**src/rtl/fxd_pkg.sv**
```systemverilog
package fxd_pkg;

    typedef enum logic [3:0] {
        S_IDLE,
        S_ENTRY_IR,
        S_ENTRY_DR,
        S_FAST_IR,
        S_WAIT_WORD,
        S_SEND,
        S_EXIT_IR,
        S_EXIT_DR,
        S_END
    } fxd_state_t;

    typedef enum logic [2:0] {
        K_NONE,
        K_IR_ADDR,
        K_IR_FAST,
        K_DR_ADDR,
        K_DR_WORD
    } fxd_kind_t;

    typedef enum logic [1:0] {
        E_NONE    = 2'd0,
        E_ENTRY   = 2'd1,
        E_TIMEOUT = 2'd2,
        E_EXIT    = 2'd3
    } fxd_err_t;

endpackage

```
**src/rtl/fxd_scan_fmt.sv**
```systemverilog
module fxd_scan_fmt
    import fxd_pkg::*;
#(
    parameter int DATA_W = 32,
    parameter int IR_W = 5,
    parameter int LEN_W = 6,
    parameter logic [IR_W-1:0] IR_ADDR_CODE = 5'h08,
    parameter logic [IR_W-1:0] IR_FAST_CODE = 5'h0E
) (
    input  fxd_kind_t kind,
    input  logic [DATA_W-1:0] word,
    output logic scan_req,
    output logic scan_ir,
    output logic [LEN_W-1:0] scan_len,
    output logic [DATA_W:0] scan_tdi
);
    localparam int SCAN_W = DATA_W + 1;

    always_comb begin
        scan_req = 1'b1;
        scan_ir  = 1'b0;
        scan_len = '0;
        scan_tdi = '0;
        unique case (kind)
            K_IR_ADDR: begin
                scan_ir  = 1'b1;
                scan_len = LEN_W'(IR_W);
                scan_tdi = {{(SCAN_W-IR_W){1'b0}}, IR_ADDR_CODE};
            end
            K_IR_FAST: begin
                scan_ir  = 1'b1;
                scan_len = LEN_W'(IR_W);
                scan_tdi = {{(SCAN_W-IR_W){1'b0}}, IR_FAST_CODE};
            end
            K_DR_ADDR: begin
                scan_len = LEN_W'(DATA_W);
            end
            K_DR_WORD: begin
                scan_len = LEN_W'(SCAN_W);
                scan_tdi = {word, 1'b0};
            end
            default: scan_req = 1'b0;
        endcase
    end
endmodule

```
**src/rtl/fxd_counters.sv**
```systemverilog
module fxd_counters #(
    parameter int CNT_W = 16,
    parameter int ATT_W = 8
) (
    input  logic clk,
    input  logic rst_n,
    input  logic clr,
    input  logic hit,
    input  logic miss,
    output logic [CNT_W-1:0] word_idx,
    output logic [ATT_W-1:0] attempts
);
    always_ff @(posedge clk or negedge rst_n) begin
        if (!rst_n) begin
            word_idx <= '0;
            attempts <= '0;
        end else if (clr) begin
            word_idx <= '0;
            attempts <= '0;
        end else if (hit) begin
            word_idx <= word_idx + 1'b1;
            attempts <= '0;
        end else if (miss && attempts != '1) begin
            attempts <= attempts + 1'b1;
        end
    end
endmodule

```
**src/rtl/fxd_download_seq.sv**
```systemverilog
module fxd_download_seq
    import fxd_pkg::*;
#(
    parameter int DATA_W = 32,
    parameter int CNT_W = 16,
    parameter int ATT_W = 8,
    parameter int IR_W = 5,
    parameter int LEN_W = 6,
    parameter logic [IR_W-1:0] IR_ADDR_CODE = 5'h08,
    parameter logic [IR_W-1:0] IR_FAST_CODE = 5'h0E,
    parameter logic [DATA_W-1:0] ENTRY_ADDR = 32'hFF20_0000,
    parameter logic [DATA_W-1:0] EXIT_ADDR = 32'hFF20_0200
) (
    input  logic clk,
    input  logic rst_n,
    input  logic start,
    input  logic [CNT_W-1:0] word_count,
    input  logic [ATT_W-1:0] retry_limit,
    input  logic src_valid,
    input  logic [DATA_W-1:0] src_data,
    output logic src_pop,
    output logic done,
    output logic err,
    output logic [1:0] err_code,
    output logic [CNT_W-1:0] fail_index,
    output logic scan_req,
    output logic scan_ir,
    output logic [LEN_W-1:0] scan_len,
    output logic [DATA_W:0] scan_tdi,
    input  logic scan_ack,
    input  logic [DATA_W:0] scan_tdo
);
    localparam int ATT_X = ATT_W + 1;

    fxd_state_t state, nstate;
    fxd_kind_t kind;
    logic [CNT_W-1:0] cnt_q;
    logic [ATT_W-1:0] lim_q;
    logic [DATA_W-1:0] word_q;
    logic [CNT_W-1:0] word_idx;
    logic [ATT_W-1:0] attempts;
    logic [ATT_X-1:0] eff_lim;
    logic [DATA_W-1:0] addr_in;
    logic stat_in, tdo_msb_unused;
    logic hit, miss, timeout, last, clr, entry_bad, exit_bad;

    assign addr_in = scan_tdo[DATA_W-1:0];
    assign stat_in = scan_tdo[0];
    assign tdo_msb_unused = scan_tdo[DATA_W];

    assign clr = (state == S_IDLE) && start;
    assign hit = (state == S_SEND) && scan_ack && stat_in;
    assign miss = (state == S_SEND) && scan_ack && !stat_in;
    assign eff_lim = (lim_q == '0) ? ATT_X'(1) : {1'b0, lim_q};
    assign timeout = ({1'b0, attempts} + ATT_X'(1)) >= eff_lim;
    assign last = (word_idx == cnt_q - 1'b1);
    assign entry_bad = (addr_in != ENTRY_ADDR);
    assign exit_bad = (addr_in != EXIT_ADDR);

    fxd_counters #(.CNT_W(CNT_W), .ATT_W(ATT_W)) u_cnt (
        .clk(clk), .rst_n(rst_n), .clr(clr), .hit(hit), .miss(miss),
        .word_idx(word_idx), .attempts(attempts)
    );

    fxd_scan_fmt #(
        .DATA_W(DATA_W), .IR_W(IR_W), .LEN_W(LEN_W),
        .IR_ADDR_CODE(IR_ADDR_CODE), .IR_FAST_CODE(IR_FAST_CODE)
    ) u_fmt (
        .kind(kind), .word(word_q), .scan_req(scan_req), .scan_ir(scan_ir),
        .scan_len(scan_len), .scan_tdi(scan_tdi)
    );

    always_comb begin
        unique case (state)
            S_ENTRY_IR, S_EXIT_IR: kind = K_IR_ADDR;
            S_ENTRY_DR, S_EXIT_DR: kind = K_DR_ADDR;
            S_FAST_IR:             kind = K_IR_FAST;
            S_SEND:                kind = K_DR_WORD;
            default:               kind = K_NONE;
        endcase
    end

    always_comb begin
        nstate = state;
        unique case (state)
            S_IDLE:      if (start) nstate = S_ENTRY_IR;
            S_ENTRY_IR:  if (scan_ack) nstate = S_ENTRY_DR;
            S_ENTRY_DR: begin
                if (scan_ack) begin
                    if (entry_bad)        nstate = S_END;
                    else if (cnt_q == '0) nstate = S_EXIT_IR;
                    else                  nstate = S_FAST_IR;
                end
            end
            S_FAST_IR:   if (scan_ack) nstate = S_WAIT_WORD;
            S_WAIT_WORD: if (src_valid) nstate = S_SEND;
            S_SEND: begin
                if (hit)                  nstate = last ? S_EXIT_IR : S_WAIT_WORD;
                else if (miss && timeout) nstate = S_END;
            end
            S_EXIT_IR:   if (scan_ack) nstate = S_EXIT_DR;
            S_EXIT_DR:   if (scan_ack) nstate = S_END;
            S_END:       nstate = S_IDLE;
            default:     nstate = S_IDLE;
        endcase
    end

    always_ff @(posedge clk or negedge rst_n) begin
        if (!rst_n) state <= S_IDLE;
        else        state <= nstate;
    end

    always_ff @(posedge clk or negedge rst_n) begin
        if (!rst_n) begin
            err <= 1'b0;
            err_code <= E_NONE;
            fail_index <= '0;
            cnt_q <= '0;
            lim_q <= '0;
            word_q <= '0;
        end else begin
            if (clr) begin
                err <= 1'b0;
                err_code <= E_NONE;
                fail_index <= '0;
                cnt_q <= word_count;
                lim_q <= retry_limit;
            end
            if (state == S_WAIT_WORD && src_valid) word_q <= src_data;
            if (state == S_ENTRY_DR && scan_ack && entry_bad) begin
                err <= 1'b1;
                err_code <= E_ENTRY;
            end
            if (miss && timeout) begin
                err <= 1'b1;
                err_code <= E_TIMEOUT;
                fail_index <= word_idx;
            end
            if (state == S_EXIT_DR && scan_ack && exit_bad) begin
                err <= 1'b1;
                err_code <= E_EXIT;
            end
        end
    end

    assign done = (state == S_END);
    assign src_pop = hit;
endmodule

```
**config.mk**
```make
export PLATFORM = sky130hd
export DESIGN_NAME = fxd_download_seq
export DESIGN_NICKNAME = d
export VERILOG_FILES = /design/src/rtl/fxd_pkg.sv /design/src/rtl/fxd_scan_fmt.sv /design/src/rtl/fxd_counters.sv /design/src/rtl/fxd_download_seq.sv
export SDC_FILE = /design/constraint.sdc
export NUM_CORES = 1
export LEC_CHECK = 0
export ABC_AREA = 1
export ABC_CLOCK_PERIOD_IN_PS = 2400
export BUFFER_PORTS_ARGS = -buffer_cell sky130_fd_sc_hd__buf_2
export CORE_MARGIN = 2
export CORE_UTILIZATION = 45
export DETAILED_ROUTE_END_ITERATION = 8
export PLACE_DENSITY = 0.7
export SKIP_CTS_REPAIR_TIMING = 1
export SLEW_MARGIN = 5
export SYNTH_ARGS = -nofsm -noshare
export SYNTH_HDL_FRONTEND = slang
export SYNTH_HIERARCHICAL = 1
export SYNTH_SLANG_ARGS = --single-unit
```
**constraint.sdc**
```tcl
create_clock -name clk -period 2.4 [get_ports clk]
set_input_delay 0.12 -clock clk [delete_from_list [all_inputs] [get_ports clk]]
set_output_delay 0.12 -clock clk [all_outputs]
set_load 0.005 [all_outputs]
```
Word-level counts from Yosys, hierarchy flattened:

Cells that the tools add are included.

* bits of input ports: 94
* output and inout port bits: 62
* logic and storage cells: 96
* flip-flop bits (word level): 103

* reductions and logical operators: 24
* eq/ne operators: 24
* add/sub/neg operators: 4
* magnitude comparators: 1
* multiplexer cells: 34

Operators with widths (number)
* $pmux W33 S3: 1
* $mux W16: 4
* $ne A32 B32 Y1 const B: 2
* $mux W4: 10
* $mux W8: 4
* $pmux W4 S8: 1
* $pmux W6 S3: 1
* $add A16 B1 Y16 const B: 1
* $eq A16 B16 Y1: 1
* $eq A4 B3 Y1 const B: 4
* $logic_not A16 Y1: 1
* $sub A16 B1 Y16 const B: 1
* $ne A2 B2 Y1 const B: 7
* $pmux W3 S4: 1
* $logic_and A1 B1 Y1: 11
* $mux W2: 5
* $add A8 B1 Y9 const B: 1
* $ge A9 B8 Y1: 1
* $add A8 B1 Y8 const B: 1
* $eq A4 B2 Y1 const B: 2
* $logic_not A8 Y1: 1
* $ne A8 B8 Y1 const B: 1
* $reduce_and A8 Y1: 1
* $eq A3 B2 Y1 const B: 2
* other kinds (14): 22

Longest topological paths before layout:

* depth in word-level cells: 7
* mapped depth: 16
* depth with buffers taken out: 16

Hierarchy:

The synthesis kept the hierarchy.

Modules (own cells, without submodules)
* fxd_download_seq: area an instance 4430.5 µm², times used 1, cells an instance 533
* fxd_counters: area an instance 1400.1 µm², times used 1, cells an instance 180
* fxd_scan_fmt: area an instance 406.6 µm², times used 1, cells an instance 85

Worst setup path after synthesis:

OpenSTA, ideal clock, no wires.

* kind: reg-to-reg
* from: register u_cnt.attempts[0]
* to: register fail_index[7]
* library setup time: 0.126 ns
* arrival time: 2.184 ns
* required time: 2.274 ns
* buffers on the path: 1
* period minus slack after synthesis: 2.310 ns
* slack: 0.090 ns
* stages on the path, launching flop included: 16
* path through: dfrtp_1 > ha_1 > nand2_1 > nor2_2 > nand2_1 > xnor2_1 > ha_1 > nand2_1 > nand3b_2 > nor2_1 > nor2_2 > nand3_2 > nand2_4 > buf_6 > nand3_1 > o21ai_0

* cells in the longest elaborated chain, start to end: 4

RTL lines
* from (decl): line fxd_counters.sv:11 `output logic [ATT_W-1:0] attempts`
* from (signal assigned): line fxd_counters.sv:24 `attempts <= attempts + 1'b1;`
* $add A8 B1 Y9 *: line fxd_download_seq.sv:55 `assign timeout = ({1'b0, attempts} + ATT_X'(1)) >= eff_lim;`
* $ge A9 B8 Y1 *: line fxd_download_seq.sv:55
* $logic_and A1 B1 Y1 *: line fxd_download_seq.sv:134 `if (miss && timeout) begin`
* $mux W16 or $reduce_bool A2 Y1 (tied branches)
* to (signal assigned): line fxd_download_seq.sv:137 `fail_index <= word_idx;`
* to (decl): line fxd_download_seq.sv:25 `output logic [CNT_W-1:0] fail_index,`

Every way passes the cells marked *; elsewhere a longest branch is shown, timed or not.
A chain may end at the register's enable or synchronous reset.

Worst setup path in the final report:

* from: register u_cnt.attempts[1]
* to: register state[0]

* cells in the longest elaborated chain, start to end: 5

RTL lines
* $add A8 B1 Y9: line fxd_download_seq.sv:55
* $ge A9 B8 Y1: line fxd_download_seq.sv:55
* $logic_and A1 B1 Y1: line fxd_download_seq.sv:99 `else if (miss && timeout) nstate = S_END;`
* $ne A3 B2 Y1 (no source line)
* $reduce_and A8 Y1 (no source line)
* to (signal assigned): line fxd_download_seq.sv:110 `else state <= nstate;`
* to (decl): line fxd_download_seq.sv:35 `fxd_state_t state, nstate;`

No other way between the ends.

==> metrics <==
reg2reg setup slack -0.008 ns; Setup WS pre-CTS -0.0187 ns; RSZ-0062 raised after global routing true; period utilisation layout 100%; M2 GR Usage 36.1%; Slew Limit Fails 0; Async S/R FF share, synth 100%; final net count 1,109; total routed wirelength 16.1 mm; Util after Layout 59.6%; setup TNS -0.0207 ns; number of synthesized flops with an enable pin 0; crit path DAT 2.70 ns; relative slew slack 54.4%; Skew-Pair Late Insertion Delay 0.35 ns; critical path data required time 2.69 ns; Multi-input gate area 0.00328 mm²; post-route insts no fill 1,187; H-tree depth 3; aggregate global routing overflow 0; sequential share of the synthesized area 41.3%; fillers 1,202; GR Util met3 3.70%; Mapped Area 0.00624 mm²; Initial Util 45.5%; worst hold path type input port to flop; Root Driver clkbuf_16; CTS clk-pin slew, worst paths 0.07 ns; count leader, synth nand2_1; r2r startpoint u_cnt/attempts[1]; FF-to-FF path depth 15; synth top area cells dfrtp_1, nand2_1, inv_1, nand3_1, mux2_1; Num CTS Buffers 9; P_leak 4.32 nW; 1st-pass router iterations 5; # diodes 0; FMAX 415 MHz; Crit Path Class flop to flop; Starting DRT DRC Count 346; Tmin final 2.41 ns; Die Y 122 µm; Synth top area share 41.3%; GR peak layer met2; share of cells above drive strength 1 27.4%; outcome finished with violations; PwrDens 924 mW/mm²; Post-Syn Instances 798; peak fanout along the critical path 7; WL/cell 13.6 µm; area leader, netlist dfrtp_1; hold path start word_count[5]; actual slew at the worst max-slew pin 0.684 ns; core area 0.0137 mm²; failing checks negative hold slack, negative setup slack; vias per cell 4.89; final setup vio count 4; YS warnings 6; met1 Usage GRT 28.5%; Final Hold Fails 12; largest net degree at the start of global routing 53; CTS tree built; Layout area overhead 31.0%; count of different cell masters after synthesis 46; Min Hold Slack -0.0271 ns; storage element area 0.00258 mm²; Clock Sinks 103; WHS Path Cells 3; worst setup margin -0.00822 ns; worst vdd ir 0.529 mV; Detail Route Antenna Nets 0; Worst R2R End state[0]; Vias 5,803; worst min-delay path endpoint cnt_q[5]; CTS max path bufs 2; max cap viols 0; Power Total 7.55 mW; Mean Syn Cell Area 7.82 µm²; clock skew 0.00829 ns; DRC 0; crit start category flop; Seq cells post-synth 103; Die Width 122 µm; Total Routing Usage GR 21.4%; PortBufs 150; Placer Congestion 0.874; first-pass GRT wire length 25.1 mm; HPWL after DPL 11.6 mm; Site Rows 43; Synth Flop Type dfrtp_1; vias in the first global route 5,359; initial antenna violation count 0; Die Footprint 0.0148 mm²; Ports 156; CP Capture Type flop; Placed Cells 1,137; Post-synth top cells nand2_1, inv_1, dfrtp_1
[worst max-delay path by stage]
| stage | to | depth (start not counted) | start | slack (ns) |
|---|---|---|---|---|
| floorplan | fail_index[7] | 15 | u_cnt/attempts[0] | 0.09 |
| global placement | state[1] | 15 | u_cnt/attempts[0] | 0.009 |
| detailed placement | fail_index[0] | 14 | u_cnt/attempts[0] | -0.02 |
| CTS | fail_index[8] | 14 | u_cnt/attempts[0] | -0.08 |
| global route | state[2] | 15 | u_cnt/attempts[1] | -0.20 |
| finish | state[0] | 15 | u_cnt/attempts[1] | -0.008 |
[cells by family after synthesis]
| group | after synthesis | share of synthesized area (%) |
|---|---|---|
| AO/OA/AOI/OAI | 71 | 6.56 |
| multiplexers | 32 | 5.78 |
| buffers and inverters | 131 | 9.01 |
| flip-flops | 103 | 41.3 |
| AND/OR/NAND/NOR | 430 | 32.3 |
| XOR/XNOR | 17 | 2.39 |
| other | 1 | 0.0601 |
| adder cells (fa/ha/maj) | 13 | 2.61 |
[layout make-up]
class,count,share of cell area (%)
repair buffers,208,16.0
clock inverters,7,1.76
flip-flops and latches,103,31.5
clock buffers,9,2.76
multi-input cells,570,40.1
inverters,110,5.08
well taps,180,2.76
[layer usage]
metal  share of wire, %  vias up  routed length, µm
li1                   -     2947                  -
met1                 46     2658               7380
met2                 48      181               7700
met3                5.2       17                836
met4                1.3        0                211
met5                  0        -                  0
[where the power goes]
| group | switching (mW) | internal (mW) |
|---|---|---|
| Sequential | 0.374 | 2.25 |
| Clock | 0.670 | 1.13 |
| Combinational | 1.88 | 1.25 |
[critical path, cell delays in order (launching register included)]
cell,delay (ns)
dfrtp_1,0.38
ha_2,0.20
nand2_2,0.07
nor2_4,0.14
xor2_1,0.17
ha_1,0.29
a21oi_2,0.15
o21a_1,0.16
nor2_2,0.05
nor2_2,0.14
nand3_4,0.16
nand2_8,0.17
nand2_2,0.06
nand2_2,0.09
nand2_1,0.05
nand2_1,0.07
[per-stage QoR]
| step | instance area [µm²] | hold slack [ns] |
|---|---|---|
| after global placement | 7310 | 0.206 |
| after CTS | 7670 | -0.173 |
| after global routing | 8170 | 0.00244 |
| after detailed placement | 7310 | 0.204 |
| after floorplan | 6250 | -0.176 |
| final | 8170 | -0.0271 |
[sequential cells by signal (all words and copies together) (netlist names)]
name / cells
cnt_q: 16
err: 1
err_code: 2
fail_index: 16
lim_q: 8
state: 4
u_cnt/attempts: 8
u_cnt/word_idx: 16
word_q: 32
[cell usage in the layout (no fill, tap or decap), types with 6 or more instances in the layout]
master,n
nand4_1,7
nand3_1,60
nand3_2,11
inv_1,104
nand2_1,194
nor3_1,6
buf_2,149
o21ai_0,27
buf_4,24
dfrtp_1,103
mux2_1,30
o21ai_1,13
dlygate4sd3_1,26
nand2_2,8
nor2_1,88
nor2_2,19
xnor2_1,9
ha_1,12
nand2_4,6
clkbuf_16,9
xor2_1,8
buf_6,7
nand3b_1,7
a21oi_1,14
nor2_4,11
(Power assumes the default switching activity.)
